## config.mk

```make
export PLATFORM = sky130hd
export DESIGN_NAME = uart_tx_busy
export DESIGN_NICKNAME = d
export VERILOG_FILES = /design/src/rtl/utx_pkg.sv /design/src/rtl/utx_fifo.sv /design/src/rtl/utx_bit_timer.sv /design/src/rtl/utx_shifter.sv /design/src/rtl/uart_tx_busy.sv
export SDC_FILE = /design/constraint.sdc
export NUM_CORES = 1
export LEC_CHECK = 0
export ABC_CLOCK_PERIOD_IN_PS = 5800
export BUFFER_PORTS_ARGS = -buffer_cell sky130_fd_sc_hd__buf_2
export CAP_MARGIN = 20
export CORE_MARGIN = 10
export CORE_UTILIZATION = 31
export CTS_CLUSTER_DIAMETER = 30
export DETAILED_ROUTE_END_ITERATION = 8
export PLACE_DENSITY = 0.54
export SLEW_MARGIN = 20
export SYNTH_ARGS = -nofsm -noshare
export SYNTH_HDL_FRONTEND = slang
export SYNTH_HIERARCHICAL = 1
export SYNTH_SLANG_ARGS = --single-unit
```

## constraint.sdc

```tcl
create_clock -name clk -period 5.8 [get_ports clk]
set_clock_uncertainty 0.2 [all_clocks]
set_input_delay 1.16 -clock clk [delete_from_list [all_inputs] [get_ports clk]]
set_output_delay 1.16 -clock clk [all_outputs]
set_load 0.05 [all_outputs]
```

## src/rtl/utx_pkg.sv

```systemverilog
package utx_pkg;

    localparam int DATA_W        = 8;
    localparam int MIN_WORD      = 5;
    localparam int FRAME_W       = DATA_W + 4;
    localparam int LEN_W         = $clog2(FRAME_W + 1);
    localparam int TICKS_PER_BIT = 16;
    localparam int TICK_W        = $clog2(TICKS_PER_BIT);

    typedef enum logic [1:0] {
        WLEN_5 = 2'd0,
        WLEN_6 = 2'd1,
        WLEN_7 = 2'd2,
        WLEN_8 = 2'd3
    } wlen_e;

    typedef struct packed {
        wlen_e wlen;
        logic  par_en;
        logic  par_odd;
        logic  two_stop;
    } line_cfg_t;

    typedef struct packed {
        logic [FRAME_W-1:0] bits;
        logic [LEN_W-1:0]   len;
    } frame_t;

    typedef enum logic {
        SH_IDLE = 1'b0,
        SH_SEND = 1'b1
    } sh_state_e;

    function automatic int wlen_bits(wlen_e w);
        return MIN_WORD + int'(w);
    endfunction

    // Assemble a frame: bit 0 is first on the line.
    function automatic frame_t build_frame(logic [DATA_W-1:0] d, line_cfg_t c);
        frame_t f;
        int     pos;
        int     nbits;
        logic   par;
        f.bits = '1;
        f.bits[0] = 1'b0;
        pos   = 1;
        nbits = wlen_bits(c.wlen);
        par   = c.par_odd;
        for (int i = 0; i < DATA_W; i++) begin
            if (i < nbits) begin
                f.bits[pos] = d[i];
                par         = par ^ d[i];
                pos         = pos + 1;
            end
        end
        if (c.par_en) begin
            f.bits[pos] = par;
            pos         = pos + 1;
        end
        pos   = pos + (c.two_stop ? 2 : 1);
        f.len = LEN_W'(pos);
        return f;
    endfunction

endpackage

```

## src/rtl/utx_fifo.sv

```systemverilog
module utx_fifo #(
    parameter int WIDTH = 8,
    parameter int DEPTH = 16
) (
    input  logic             clk,
    input  logic             rst,
    input  logic             push,
    input  logic [WIDTH-1:0] push_data,
    input  logic             pop,
    output logic [WIDTH-1:0] head,
    output logic             full,
    output logic             empty
);
    localparam int AW = $clog2(DEPTH);

    logic [WIDTH-1:0] mem [DEPTH];
    logic [AW:0]      wr_ptr;
    logic [AW:0]      rd_ptr;
    logic             do_push;
    logic             do_pop;

    assign full    = (wr_ptr[AW] != rd_ptr[AW]) && (wr_ptr[AW-1:0] == rd_ptr[AW-1:0]);
    assign empty   = (wr_ptr == rd_ptr);
    assign do_push = push && !full;
    assign do_pop  = pop && !empty;
    assign head    = mem[rd_ptr[AW-1:0]];

    always_ff @(posedge clk) begin
        if (do_push) begin
            mem[wr_ptr[AW-1:0]] <= push_data;
        end
    end

    always_ff @(posedge clk) begin
        if (rst) begin
            wr_ptr <= '0;
            rd_ptr <= '0;
        end else begin
            if (do_push) begin
                wr_ptr <= wr_ptr + 1'b1;
            end
            if (do_pop) begin
                rd_ptr <= rd_ptr + 1'b1;
            end
        end
    end

endmodule

```

## src/rtl/utx_bit_timer.sv

```systemverilog
module utx_bit_timer #(
    parameter int TICKS = 16
) (
    input  logic clk,
    input  logic rst,
    input  logic restart,
    input  logic run,
    input  logic tick,
    output logic bit_done
);
    localparam int CW = (TICKS > 1) ? $clog2(TICKS) : 1;
    localparam logic [CW-1:0] LAST = CW'(TICKS - 1);

    logic [CW-1:0] cnt;

    assign bit_done = run && tick && (cnt == LAST);

    always_ff @(posedge clk) begin
        if (rst || restart) begin
            cnt <= '0;
        end else if (run && tick) begin
            cnt <= (cnt == LAST) ? '0 : cnt + 1'b1;
        end
    end

endmodule

```

## src/rtl/utx_shifter.sv

```systemverilog
module utx_shifter
    import utx_pkg::*;
(
    input  logic   clk,
    input  logic   rst,
    input  logic   load,
    input  frame_t frame,
    input  logic   tick,
    output logic   txd,
    output logic   active
);
    sh_state_e          state;
    logic [FRAME_W-1:0] shreg;
    logic [LEN_W-1:0]   left;
    logic               bit_done;

    utx_bit_timer #(.TICKS(TICKS_PER_BIT)) u_timer (
        .clk      (clk),
        .rst      (rst),
        .restart  (load),
        .run      (state == SH_SEND),
        .tick     (tick),
        .bit_done (bit_done)
    );

    assign active = (state == SH_SEND);
    assign txd    = active ? shreg[0] : 1'b1;

    always_ff @(posedge clk) begin
        if (rst) begin
            state <= SH_IDLE;
            shreg <= '1;
            left  <= '0;
        end else if (load) begin
            state <= SH_SEND;
            shreg <= frame.bits;
            left  <= frame.len;
        end else if (active && bit_done) begin
            shreg <= {1'b1, shreg[FRAME_W-1:1]};
            left  <= left - 1'b1;
            if (left == LEN_W'(1)) begin
                state <= SH_IDLE;
            end
        end
    end

endmodule

```

## src/rtl/uart_tx_busy.sv

```systemverilog
module uart_tx_busy
    import utx_pkg::*;
#(
    parameter int FIFO_DEPTH = 16
) (
    input  logic              clk,
    input  logic              rst,
    input  logic              wr_valid,
    input  logic [DATA_W-1:0] wr_data,
    output logic              wr_ready,
    input  logic              baud16_tick,
    input  logic              tx_enable,
    input  logic [1:0]        cfg_word_len,
    input  logic              cfg_parity_en,
    input  logic              cfg_parity_odd,
    input  logic              cfg_two_stop,
    output logic              txd,
    output logic              busy,
    output logic              fifo_full,
    output logic              fifo_empty
);
    line_cfg_t         cfg;
    frame_t            next_frame;
    logic [DATA_W-1:0] head;
    logic              fifo_pop;
    logic              sh_active;

    assign cfg.wlen     = wlen_e'(cfg_word_len);
    assign cfg.par_en   = cfg_parity_en;
    assign cfg.par_odd  = cfg_parity_odd;
    assign cfg.two_stop = cfg_two_stop;

    utx_fifo #(.WIDTH(DATA_W), .DEPTH(FIFO_DEPTH)) u_fifo (
        .clk       (clk),
        .rst       (rst),
        .push      (wr_valid),
        .push_data (wr_data),
        .pop       (fifo_pop),
        .head      (head),
        .full      (fifo_full),
        .empty     (fifo_empty)
    );

    assign wr_ready   = !fifo_full;
    assign fifo_pop   = tx_enable && !fifo_empty && !sh_active;
    assign next_frame = build_frame(head, cfg);

    utx_shifter u_shift (
        .clk    (clk),
        .rst    (rst),
        .load   (fifo_pop),
        .frame  (next_frame),
        .tick   (baud16_tick),
        .txd    (txd),
        .active (sh_active)
    );

    // Whole-path status, independent of the enable.
    assign busy = !fifo_empty || sh_active;

endmodule

```

Word level (Yosys, flattened, before mapping)
Memory sizes are Yosys's and may differ from the RTL's. A register that Yosys moved wholly into a read port is not among the register bits.
Index checks and enable logic that the tools add are counted.
W data, S select, Z words.
{"block": "classes", "addsub": 14, "magnitude_cmp": 24, "n_eq_ne": 5, "mux": 64, "bitwise": 8, "n_reduce_logical": 24}
{"cell": "$ge A32 B1 Y1 const B", "count": 8}
{"cell": "$lt A32 B6 Y1 const B", "count": 8}
{"cell": "$add A32 B2 Y32 const B", "count": 7}
{"cell": "$mux W32", "count": 7}
{"cell": "$mux W12", "count": 10}
{"cell": "$bwmux W12", "count": 8}
{"cell": "$demux W1 S4", "count": 8}
{"cell": "$mux W4", "count": 6}
{"cell": "$mux W1", "count": 23}
{"cell": "$logic_and A1 B1 Y1", "count": 16}
{"cell": "$lt A3 B4 Y1 const A", "count": 4}
{"cell": "$add A5 B1 Y5 const B", "count": 2}
{"cell": "$lt A1 B4 Y1 const A", "count": 2}
{"cell": "$lt A2 B4 Y1 const A", "count": 2}
{"cell": "$xor A1 B1 Y1", "count": 8}
{"cell": "$eq A5 B5 Y1", "count": 1}
{"cell": "$add A3 B2 Y4 const A", "count": 1}
{"cell": "$add A4 B1 Y4 const B", "count": 1}
{"cell": "$add A4 B2 Y4 const B", "count": 1}
{"cell": "$add A4 B3 Y4", "count": 1}
{"cell": "$eq A4 B1 Y1 const B", "count": 1}
{"cell": "$eq A4 B4 Y1", "count": 1}
{"cell": "$eq A4 B4 Y1 const B", "count": 1}
{"cell": "$mux W2", "count": 2}
{"cell": "6 further kinds", "count": 10}
{"block": "word_totals", "reg_bits": 31, "ram_bits": 128, "input_bits": 18, "out_inout_bits": 5, "mem_count": 1}
{"name": "u_fifo.mem", "words": 16, "word_bits": 8, "rd": 1, "rd_ports_with_merged_regs": 1, "wr": 1, "line": "utx_fifo.sv:16", "rtl": "logic [WIDTH-1:0] mem [DEPTH];"}

Longest topological paths before layout
Gate-level depths: netlist of the first run.
{"block": "depth", "word_depth": 24, "ltp_mapped": 12}

Modules after synthesis
The synthesis of the first run kept the hierarchy.
{"module": "utx_fifo", "instances": 1, "cells_each": 283, "area_per_inst_um2": 5849.4, "seq_area_each_um2": 4124.0}
{"module": "utx_shifter", "instances": 1, "cells_each": 96, "area_per_inst_um2": 820.8, "seq_area_each_um2": 340.3}
{"module": "uart_tx_busy", "instances": 1, "cells_each": 96, "area_per_inst_um2": 676.9, "seq_area_each_um2": 0.0}
{"module": "utx_bit_timer", "instances": 1, "cells_each": 22, "area_per_inst_um2": 201.4, "seq_area_each_um2": 80.1}

Worst setup path after synthesis of the first run
Ideal clock, no wire load.
{"block": "synth_path", "kind": "register to register", "startpoint": "register u_fifo.wr_ptr[2]", "endpoint": "register u_shift.shreg[11]", "setup_time_ns": 0.119, "arrival_ns": 3.122, "required_time_ns": 5.481, "setup_slack_ns": 2.359, "path_stages_with_launch": 11, "path_buffers": 2, "path_cell_list": "dfxtp_1 xnor2_1 and4_1 buf_2 nand2_1 inv_1 nor3b_1 clkinv_1 clkbuf_1 nor2_1 o21bai_1"}
{"block": "synth_between", "elab_chain_cells": 5}
{"item": "start: declaration", "line": "utx_fifo.sv:17", "rtl": "logic [AW:0] wr_ptr;"}
{"item": "start signal: assignment", "line": "utx_fifo.sv:40", "rtl": "wr_ptr <= wr_ptr + 1'b1;"}
{"item": "$eq A5 B5 Y1 (*)", "line": "utx_fifo.sv:23", "rtl": "assign empty = (wr_ptr == rd_ptr);"}
{"item": "net fifo_empty", "line": "uart_tx_busy.sv:20", "rtl": "output logic fifo_empty"}
{"item": "$logic_not A1 Y1 (*)", "line": "uart_tx_busy.sv:45", "rtl": "assign fifo_pop = tx_enable && !fifo_empty && !sh_active;"}
{"item": "$logic_and A1 B1 Y1 (*) (2 in series)", "line": "uart_tx_busy.sv:45"}
{"item": "net fifo_pop", "line": "uart_tx_busy.sv:25", "rtl": "logic fifo_pop;"}
{"item": "$mux W12 or $reduce_bool A2 Y1 (tied branches)"}
{"item": "end signal: assignment", "line": "utx_shifter.sv:36", "rtl": "shreg <= frame.bits;"}
{"item": "end signal: assignment", "line": "utx_shifter.sv:39", "rtl": "shreg <= {1'b1, shreg[FRAME_W-1:1]};"}
{"item": "end: declaration", "line": "utx_shifter.sv:13", "rtl": "logic [FRAME_W-1:0] shreg;"}
Mark *: on every way through the listed nets, which the timed path passes. The rest lies on a longest branch.
A chain may end at the register's enable or synchronous reset.

==> results.json, run 1 <==
{
  "hold_path.class": "flip-flop to flip-flop",
  "p_comb_share_pct": 11.6,
  "initial_core_util_pct": 31.3,
  "yosys_register_bits": 163,
  "antenna_left": 0,
  "synth_top_area_share_pct": 50.9,
  "dp_hpwl_mm": 10.2,
  "yosysMostFrequentCell": "edfxtp_1",
  "highest_layer": "met5",
  "slowest_stage": "mux4_1",
  "synth_edf_count": 128,
  "cp-endpoint": "u_shift/shreg[6]",
  "required_ns": 5.95,
  "sequentialPowerShare_pct": 48.6,
  "area_growth_pct": 12.8,
  "place_ws_ns": 2.05,
  "gp_congestion": 0.755,
  "status": "finished clean",
  "postCtsHoldBufs": 0,
  "rr_worst_depth": 9,
  "avgRoutedWirePerCell_um": 19.1,
  "p_int_uw": 2000,
  "die_w_um": 176,
  "met1_length_mm": 7.17,
  "wl_met2_mm": 8.16,
  "routed-wl-met3_um": 752,
  "wirelength_mm": 16.3,
  "htreeDepth": 4,
  "path_depth": 9,
  "num_rows": 57,
  "grt_pass1_vias": 4352,
  "leakagePower_uw": 0.00294,
  "cp_top_family": "multiplexers",
  "rsz0062_at_grt": "no",
  "synth_area_leader_cell": "edfxtp_1",
  "clockPowerShare_pct": 39.8,
  "viasPerCell": 5.14,
  "rrSetupSlack_ns": 2.07,
  "fillers": 2336,
  "power_density_mw_per_mm2": 314,
  "hold_violations": 0,
  "setup-tns-final_ns": 0,
  "final_nets": 554,
  "cts_resized": 0,
  "grt_usage_pct": 10.7,
  "crit_chain": "buf_4, mux4_1, mux4_2, xor2_1, xnor2_1, xnor3_1, a32oi_1, nor2_1, o21bai_1",
  "synth.avg_cell_area_um2": 15.2,
  "root_buffer": "clkbuf_16",
  "peakVddDrop_v": 0.000173,
  "finalNonFillerCells": 853,
  "finalPower_uw": 2670,
  "drive_gt1_share_pct": 14.2,
  "grt_pass1_wl_mm": 25.4,
  "post_cts_buffers": 0,
  "seq_area_frac_synth_pct": 60.2,
  "path_clk_slew_ns": 0.06,
  "fmax_ghz": 0.268,
  "post-route-drc-count": 0,
  "slowest_delay_ns": 0.67,
  "dp.cells": 822,
  "cp_max_fo": 32,
  "synth_nets": 534,
  "ys.flop_type": "edfxtp_1",
  "antenna_found_initial": 2,
  "netlist_area_mm2": 0.00755,
  "syn_inst": 497,
  "drtIter0Drc": 462,
  "final.period_utilization_pct": 64.3,
  "clkSinkCount": 163,
  "yosys-top-cells-area": "edfxtp_1 51%, mux4_1 11%, dfxtp_1 9.3%, ha_1 3.0%, mux4_2 2.4%",
  "grt_overflow_total": 0,
  "firstDrtPassIters": 4,
  "portBuffers": 22,
  "min_period_ns": 3.73,
  "coreArea_mm2": 0.0241,
  "cap_violations": 0,
  "setup_viol": 0,
  "cp.arrival_ns": 3.88,
  "worst_r2r_endpoint": "u_shift/shreg[6]",
  "tritoncts": "done",
  "crit_type": "flip-flop to flip-flop",
  "cts_inserted_buffers": 17,
  "swShare_pct": 25.1,
  "fin_ws_ns": 2.07,
  "slew_headroom_pct": 31.9,
  "critPathCaptureType": "flip-flop",
  "slew_violations": 0,
  "worst-slew-pin-transition_ns": 1.02,
  "synthTopCellsByCount": "128 x edfxtp_1, 35 x dfxtp_1, 32 x mux4_1, 32 x nor2_1, 27 x and3_1",
  "cp.buffers_inverters": 1,
  "p_switching_uw": 671,
  "via_count": 4388,
  "grt_max_degree": 40,
  "ys_warn_count": 6,
  "die_h_um": 176,
  "synthArstFlopShare_pct": 0,
  "clock_path_buffers": 2,
  "synthDistinctLibCells": 58,
  "clock_latency_ns": 0.42,
  "worst_setup_path_start_kind": "flip-flop",
  "fp.dieArea_mm2": 0.0310,
  "io_pins": 23
}
==> power groups by stage <==
stage / Combinational (uW) / Sequential (uW) / Clock [uW]
final: 310 / 1300 / 1060
after global routing: 344 / 1300 / 1140
after CTS: 313 / 1300 / 1090
after detailed placement: 313 / 1320 / 0
after global placement: 303 / 1320 / 0
after floorplan: 249 / 1320 / 0
==> registers in the layout (all words and copies together) (netlist names), named ones only <==
register             flops
u_fifo/mem             128
u_shift/shreg           12
u_fifo/rd_ptr            5
u_fifo/wr_ptr            5
u_shift/left             4
u_shift/u_timer/cnt      4
u_shift/active           1
==> area by class of cell <==
cell class | count | area (um2) | area share, %
Sequential cell | 163 | 4540 | 53.4
Multi-Input combinational cell | 291 | 2800 | 32.8
Clock buffer | 17 | 425 | 4.99
Tap cell | 324 | 405 | 4.76
Timing Repair Buffer | 27 | 148 | 1.73
Clock inverter | 13 | 133 | 1.56
Inverter | 17 | 63.8 | 0.749
Antenna cell | 1 | 2.50 | 0.0294
==> cells by family (layout without fill, tap and decap cells) <==
family | after synthesis | after routing | synth area share, %
flops | 163 | 163 | 60.2
xor+xnor | 18 | 18 | 2.27
mux | 53 | 53 | 15.3
buf+inv | 43 | 74 | 2.83
other cells | 0 | 1 | 0
fa+ha+maj | 19 | 19 | 3.25
compound gates | 79 | 79 | 7.53
simple gates | 122 | 122 | 8.59
==> placed cells by master, fill, tap and decap left out, types with 2 or more instances in the layout <==
| cell | instances |
|---|---|
| o31ai_1 | 3 |
| o311ai_0 | 4 |
| buf_4 | 5 |
| a211oi_1 | 16 |
| o21bai_1 | 12 |
| xnor2_1 | 12 |
| a311o_1 | 3 |
| o21ai_1 | 2 |
| clkinv_1 | 4 |
| a31oi_1 | 2 |
| nor2_1 | 32 |
| dfxtp_1 | 35 |
| a21oi_1 | 14 |
| mux2i_1 | 8 |
| edfxtp_1 | 128 |
| inv_1 | 15 |
| nand2_1 | 16 |
| nand2b_1 | 4 |
| mux4_1 | 32 |
| mux4_2 | 8 |
| or3_1 | 3 |
| a211oi_2 | 2 |
| clkinv_4 | 4 |
| mux2_2 | 5 |
| o21ai_0 | 11 |
| clkbuf_16 | 17 |
| and3_1 | 27 |
| nand4_1 | 6 |
| buf_2 | 22 |
| nor2b_1 | 6 |
| a32oi_1 | 2 |
| nor3_1 | 5 |
| ha_1 | 18 |
| xor2_1 | 5 |
| and4_1 | 2 |
| inv_8 | 2 |
| nand3_1 | 10 |
==> metal layers <==
layer  up-vias  global-route usage (%)
met2        91                    17.4
li1       2020                       -
met5         -                       0
met3        16                    2.90
met4         2                    3.11
met1      2259                    13.8
==> worst register-to-register path, stage by stage, from the launching register on <==
cell and delay (ns):
dfxtp_1 0.31, buf_4 0.47, mux4_1 0.70, mux4_2 0.52
xor2_1 0.18, xnor2_1 0.19, xnor3_1 0.58, a32oi_1 0.30
nor2_1 0.09, o21bai_1 0.14
==> worst min path at each step <==
stage               cells past startpoint                   start                endpoint  slack [ns]
detailed placement                      2       u_shift/shreg[11]       u_shift/shreg[11]        0.30
finish                                  2       u_shift/shreg[11]       u_shift/shreg[11]        0.32
global route                            2  u_shift/u_timer/cnt[0]  u_shift/u_timer/cnt[0]        0.35
floorplan                               2       u_shift/shreg[11]       u_shift/shreg[11]        0.27
global placement                        2       u_shift/shreg[11]       u_shift/shreg[11]        0.28
CTS                                     2       u_shift/shreg[11]       u_shift/shreg[11]        0.32
==> through the flow <==
step	util, %	hold WS [ns]	instance area, um2
5_1_grt	35.3	0.354	8510
3_5_place_dp	33.0	0.301	7960
3_3_place_gp	33.0	0.282	7960
4_1_cts	35.3	0.317	8510
6_report	35.3	0.324	8520
2_1_floorplan	-	0.269	7550
Power figures use the tool's default switching activity.
==> run 2, diff against run 1 <==
ABC_CLOCK_PERIOD_IN_PS = 3100   (was 5800)
PLACE_DENSITY = 0.56   (was 0.54)
clock period = 3.1 ns   (was 5.8 ns; I/O delays follow)
==> run 2 against run 1 <==
Net effect: total power increased by 95%; the flow now finishes with violations (negative setup slack); cell count increased by 4.5%; largest cell class unchanged; highest routed layer is now met4; sequential share of layout area decreased by 2.3 points; sequential power increased by 88%.
==> results.json, run 2 (same netlist as run 1, synthesis figures left out) <==
{
  "num_rows": 57,
  "avgRoutedWirePerCell_um": 18.9,
  "cp.arrival_ns": 3.41,
  "worst_r2r_endpoint": "u_shift/shreg[7]",
  "path_clk_slew_ns": 0.07,
  "hold_path.class": "flip-flop to flip-flop",
  "fin_ws_ns": -0.151,
  "post-route-drc-count": 0,
  "final_nets": 590,
  "slew_headroom_pct": 54.1,
  "cts_inserted_buffers": 17,
  "dp.cells": 848,
  "viasPerCell": 5.02,
  "slowest_delay_ns": 0.52,
  "critPathCaptureType": "flip-flop",
  "antenna_left": 0,
  "most-common-layout-cells": "128 x edfxtp_1, 34 x dfxtp_1, 32 x nor2_1",
  "hold_violations": 0,
  "htreeDepth": 4,
  "finalPower_uw": 5210,
  "grt_usage_pct": 11.1,
  "finalNonFillerCells": 891,
  "initial_core_util_pct": 31.3,
  "status": "finished with violations",
  "clock_latency_ns": 0.42,
  "slowest_stage": "mux4_1",
  "postCtsHoldBufs": 0,
  "coreArea_mm2": 0.0241,
  "drtIter0Drc": 337,
  "cp.buffers_inverters": 4,
  "min_period_ns": 3.25,
  "rsz0062_at_grt": "yes",
  "required_ns": 3.26,
  "die_w_um": 176,
  "worst_setup_path_start_kind": "flip-flop",
  "rr_worst_depth": 12,
  "area_growth_pct": 18.0,
  "final.period_utilization_pct": 105,
  "final_util_pct": 36.9,
  "portBuffers": 22,
  "slew_violations": 0,
  "worst-slew-pin-transition_ns": 0.689,
  "grt_pass1_wl_mm": 26.2,
  "drive_gt1_share_pct": 25.8,
  "die_h_um": 176,
  "grt_overflow_total": 0,
  "cap_violations": 0,
  "fp.dieArea_mm2": 0.0310,
  "largest_reg_flops": 128,
  "cp_max_fo": 6,
  "antenna_found_initial": 1,
  "grt_max_degree": 39,
  "crit_type": "flip-flop to flip-flop",
  "layout_commonest_cell": "edfxtp_1",
  "setup_viol": 10,
  "holdPathEnd": "u_shift/shreg[5]",
  "leakagePower_uw": 0.00313,
  "clkSinkCount": 163,
  "whs_path_depth": 2,
  "cp_top_family": "multiplexers",
  "clock_path_buffers": 2,
  "crit_chain": "buf_6, buf_12, buf_4, mux4_1, mux4_2, o21ai_2, xnor2_2, xnor3_2, buf_4, o21ai_2, nor2_1, o21bai_1",
  "dp_hpwl_mm": 10.7,
  "wirelength_mm": 16.8,
  "firstDrtPassIters": 5,
  "fmax_ghz": 0.308,
  "rrSetupSlack_ns": -0.15,
  "setup-tns-final_ns": -1.11,
  "io_pins": 23,
  "via_count": 4476,
  "grt_pass1_vias": 4627,
  "gp_congestion": 0.765,
  "failed_checks": "negative setup slack",
  "tritoncts": "done",
  "power_density_mw_per_mm2": 585,
  "peakVddDrop_v": 0.000324,
  "root_buffer": "clkbuf_16",
  "min_from": "u_shift/shreg[5]"
}
-- run 2: cell count changes in the layout (fill, tap and decap cells not counted), sizes merged --
cell    change
inv         +6
bufinv      -1
xnor3       +1
clkinv      -3
buf        +35
-- run 2: power by group --
group	leakage [uW]	internal [uW]	switching, uW	total, uW
Combinational	0.00142	378	418	796
Sequential	0.00144	2400	31.3	2440
Clock	0.000277	1060	916	1980
-- run 2: final cells by class --
class                      count  area, um2
antenna                        1       2.50
clock buffer                  17        425
clock inverter                15        139
fill                        2307      15200
inverter                      17       63.8
multi-input combinational    292       2840
sequential                   163       4550
tap                          324        405
timing repair buffer          62        484
-- run 2: what timing repair did --
action	4_1_cts	5_1_grt
buffers inserted	2	5
setup endpoints to repair	11	11
pin swaps	20	14
cloned	3	0
resized for setup	34	8
-- run 2: layer usage --
metal | wire length (um) | GRT usage (%) | vias up
met3 | 550 | 2.43 | 21
met5 | 0 | 0 | -
met1 | 6880 | 12.7 | 2270
li1 | - | - | 2085
met4 | 274 | 4.17 | 0
met2 | 9100 | 19.9 | 100
-- run 2: metrics by stage --
stage               cell area, um2  hold WS (ns)  worst slack (ns)
floorplan                     7550         0.269           0.00714
global placement              8190         0.285            -0.267
detailed placement            8190         0.305            -0.278
CTS                           8860         0.330            -0.116
global route                  8900         0.353            -0.279
finish                        8910         0.326            -0.151
-- run 2: worst max path at each step --
stage	start	to	slack, ns	cells past startpoint
after CTS	flip-flop	u_shift/shreg[6]	-0.12	10
after detailed placement	flip-flop	u_shift/shreg[6]	-0.28	10
after global placement	flip-flop	u_shift/shreg[3]	-0.27	10
final	flip-flop	u_shift/shreg[7]	-0.15	12
after global routing	flip-flop	u_shift/shreg[6]	-0.28	10
after floorplan	flip-flop	u_shift/shreg[6]	0.007	11
-- run 2: worst register-to-register path, delay by kind of cell (launching register included) --
| family | cells | cell delay, ns |
|---|---|---|
| xor gates and xnor gates | 2 | 0.60 |
| DFF | 1 | 0.36 |
| buffers and inverters | 4 | 0.58 |
| muxes | 2 | 1.04 |
| AOI/OAI and AO/OA | 3 | 0.36 |
| and+or+nand+nor | 1 | 0.06 |
==> run 3, diff against run 2 <==
SYNTH_HIERARCHICAL = unset   (was 1)
==> run 3 against run 2 <==
Net effect: the run still ends with negative setup slack left; global-route usage increased by 0.27 points; first-iteration DRC count increased by 26%; sequential share of layout area decreased by 0.094 points; register-to-register slack improved by 0.07 ns; worst hold slack got worse by 0.023 ns; sequential cell count unchanged; core utilization increased by 2.2 points; combinational power increased by 72%; cell count increased by 3.1%; design area increased by 0.32%; synthesized area decreased by 3.9%; setup slack improved by 0.069 ns; critical path type unchanged; critical endpoint is now u_shift.shreg[6]; largest power group unchanged; highest routed layer is now met5.
==> results.json, run 3 <==
{
  "status": "finished with violations",
  "failed_checks": "negative setup slack",
  "via_count": 4454,
  "setup_viol": 7,
  "drive_gt1_share_pct": 29.9,
  "drtIter0Drc": 423,
  "avgRoutedWirePerCell_um": 18.5,
  "syn_inst": 509,
  "initial_core_util_pct": 31.7,
  "final_nets": 631,
  "required_ns": 3.20,
  "slowest_stage": "xnor3_2",
  "slowest_delay_ns": 0.47,
  "area_growth_pct": 23.2,
  "antenna_left": 0,
  "synth_edf_count": 128,
  "gp_congestion": 0.842,
  "most-common-layout-cells": "128 x edfxtp_1, 66 x buf_4, 45 x nor2_1",
  "slew_violations": 0,
  "synthTopCellsByCount": "128 x edfxtp_1, 47 x nor2_1, 37 x nand2_1",
  "power_density_mw_per_mm2": 663,
  "fin_ws_ns": -0.0817,
  "portBuffers": 22,
  "path_clk_slew_ns": 0.06,
  "final.period_utilization_pct": 103,
  "fp.dieArea_mm2": 0.0299,
  "rsz0062_at_grt": "yes",
  "min_period_ns": 3.18,
  "synthDistinctLibCells": 56,
  "root_buffer": "clkbuf_16",
  "tritoncts": "done",
  "dpl_cell_area_mm2": 0.00809,
  "synth.avg_cell_area_um2": 14.2,
  "peakVddDrop_v": 0.000364,
  "ys_warn_count": 0,
  "critPathCaptureType": "flip-flop",
  "htreeDepth": 4,
  "grt_pass1_wl_mm": 26.4,
  "io_pins": 23,
  "wirelength_mm": 17.0,
  "finalNonFillerCells": 919,
  "seq_area_frac_synth_pct": 62.7,
  "synth_nets": 546,
  "yosysMostFrequentCell": "edfxtp_1",
  "fillers": 2137,
  "dp_hpwl_mm": 11.4,
  "largest_reg_flops": 128,
  "synth_area_leader_cell": "edfxtp_1",
  "coreArea_mm2": 0.0228,
  "post-route-drc-count": 0,
  "synth_top_area_share_pct": 53.0,
  "die_h_um": 173,
  "grt_max_degree": 34,
  "worst_setup_path_start_kind": "flip-flop",
  "slew_headroom_pct": 56.7,
  "grt_overflow_total": 0,
  "postCtsHoldBufs": 0,
  "crit_type": "flip-flop to flip-flop",
  "cp_top_family": "XOR/XNOR gates",
  "yosys-top-cells-area": "edfxtp_1 53%, dfxtp_1 9.7%, mux4_2 9.3%, ha_1 3.1%, mux2i_1 2.6%",
  "num_rows": 55,
  "finalPower_uw": 5930,
  "clock_path_buffers": 2,
  "synthArstFlopShare_pct": 0,
  "cp_max_fo": 7,
  "grt_usage_pct": 11.4,
  "netlist_area_mm2": 0.00725,
  "ys.flop_type": "edfxtp_1",
  "layout_commonest_cell": "edfxtp_1",
  "clock_latency_ns": 0.42,
  "dp.cells": 872,
  "cap_violations": 0,
  "cts_inserted_buffers": 17,
  "viasPerCell": 4.85,
  "insertedDiodeCount": 0,
  "fin_area_mm2": 0.00893,
  "yosys_register_bits": 163,
  "cp.buffers_inverters": 3,
  "die_w_um": 173,
  "leakagePower_uw": 0.00313,
  "cp.arrival_ns": 3.29,
  "fmax_ghz": 0.314,
  "antenna_found_initial": 2,
  "hold_path.class": "flip-flop to flip-flop",
  "grt_pass1_vias": 4537,
  "clkSinkCount": 163,
  "worst-slew-pin-transition_ns": 0.649,
  "hold_violations": 0,
  "firstDrtPassIters": 5,
  "crit_chain": "buf_12, buf_4, mux2i_1, a221oi_4, a32oi_1, o21a_1, xnor3_2, xnor3_2, buf_4, nor2_4, a311o_1"
}
[run 3: cell count changes in the layout (fill, tap and decap cells not counted), sizes merged, moves of 11 or more]
| cell | delta |
|---|---|
| a211oi | -14 |
| and3 | -25 |
| buf | +34 |
| mux2i | +11 |
| nand2 | +21 |
| nor2 | +15 |
| o21bai | -11 |
[run 3: where the power goes]
part	total [uW]	internal, uW	switching [uW]
Clock	2060	1190	865
Sequential	2500	2440	63.2
Combinational	1370	696	671
[run 3: through the flow]
| step | hold slack, ns | TNS, ns | setup slack (ns) | util [%] |
|---|---|---|---|---|
| finish | 0.302 | -0.392 | -0.0817 | 39.1 |
| CTS | 0.305 | -0.527 | -0.130 | 38.2 |
| detailed placement | 0.290 | -1.72 | -0.263 | 35.4 |
| floorplan | 0.265 | 0 | 0.0159 | - |
| global placement | 0.281 | -1.38 | -0.217 | 35.4 |
| global route | 0.331 | -1.52 | -0.203 | 39.1 |
[run 3: final cells by class]
cell class | instances | area (um2) | area share [%]
Clock buffer | 17 | 425 | 4.76
Clock inverter | 14 | 153 | 1.71
Inverter | 11 | 41.3 | 0.462
Multi-Input combinational cell | 305 | 2630 | 29.4
Sequential cell | 163 | 4550 | 51.0
Tap cell | 313 | 392 | 4.38
Timing Repair Buffer | 96 | 743 | 8.32
[run 3: what timing repair did]
action                     CTS  global route
pin swaps                    5            11
setup buffers                3            13
resized for setup           13            19
setup endpoints to repair   11            11
[run 3: path summary, 6_finish.rpt]
kind                      endpoint  slack (ns)  cells past startpoint             start
setup / recovery  u_shift.shreg[6]       -0.08                     11         flip-flop
hold / removal    u_shift.shreg[4]        0.30                      2  u_shift.shreg[4]
setup reg to reg  u_shift.shreg[6]       -0.08                     11         flip-flop
hold reg to reg   u_shift.shreg[4]        0.30                      2  u_shift.shreg[4]
[run 3: tightest hold or removal path, cell delays in order (launching register included)]
cell	delay, ns
dfxtp_1	0.32
nor3_1	0.06
o22ai_2	0.08
[run 3: logic make-up after synthesis]
kind of cell / Yosys count / synth area share [%]
adder cells (fa/ha/maj): 19 / 3.38
buffers and inverters: 41 / 2.36
AO/OA/AOI/OAI: 66 / 6.11
flip-flops: 163 / 62.7
XOR/XNOR: 28 / 3.99
AND/OR/NAND/NOR: 138 / 8.78
multiplexers: 54 / 12.7
[run 3: metal layers]
layer  vias to the layer above  global-route usage, %  wire length (um)
li1                       2090                      -                 -
met4                         4                   3.16               177
met1                      2244                   14.6              7640
met2                        97                   18.6              8430
met5                         -                      0                26
met3                        19                   3.03               732
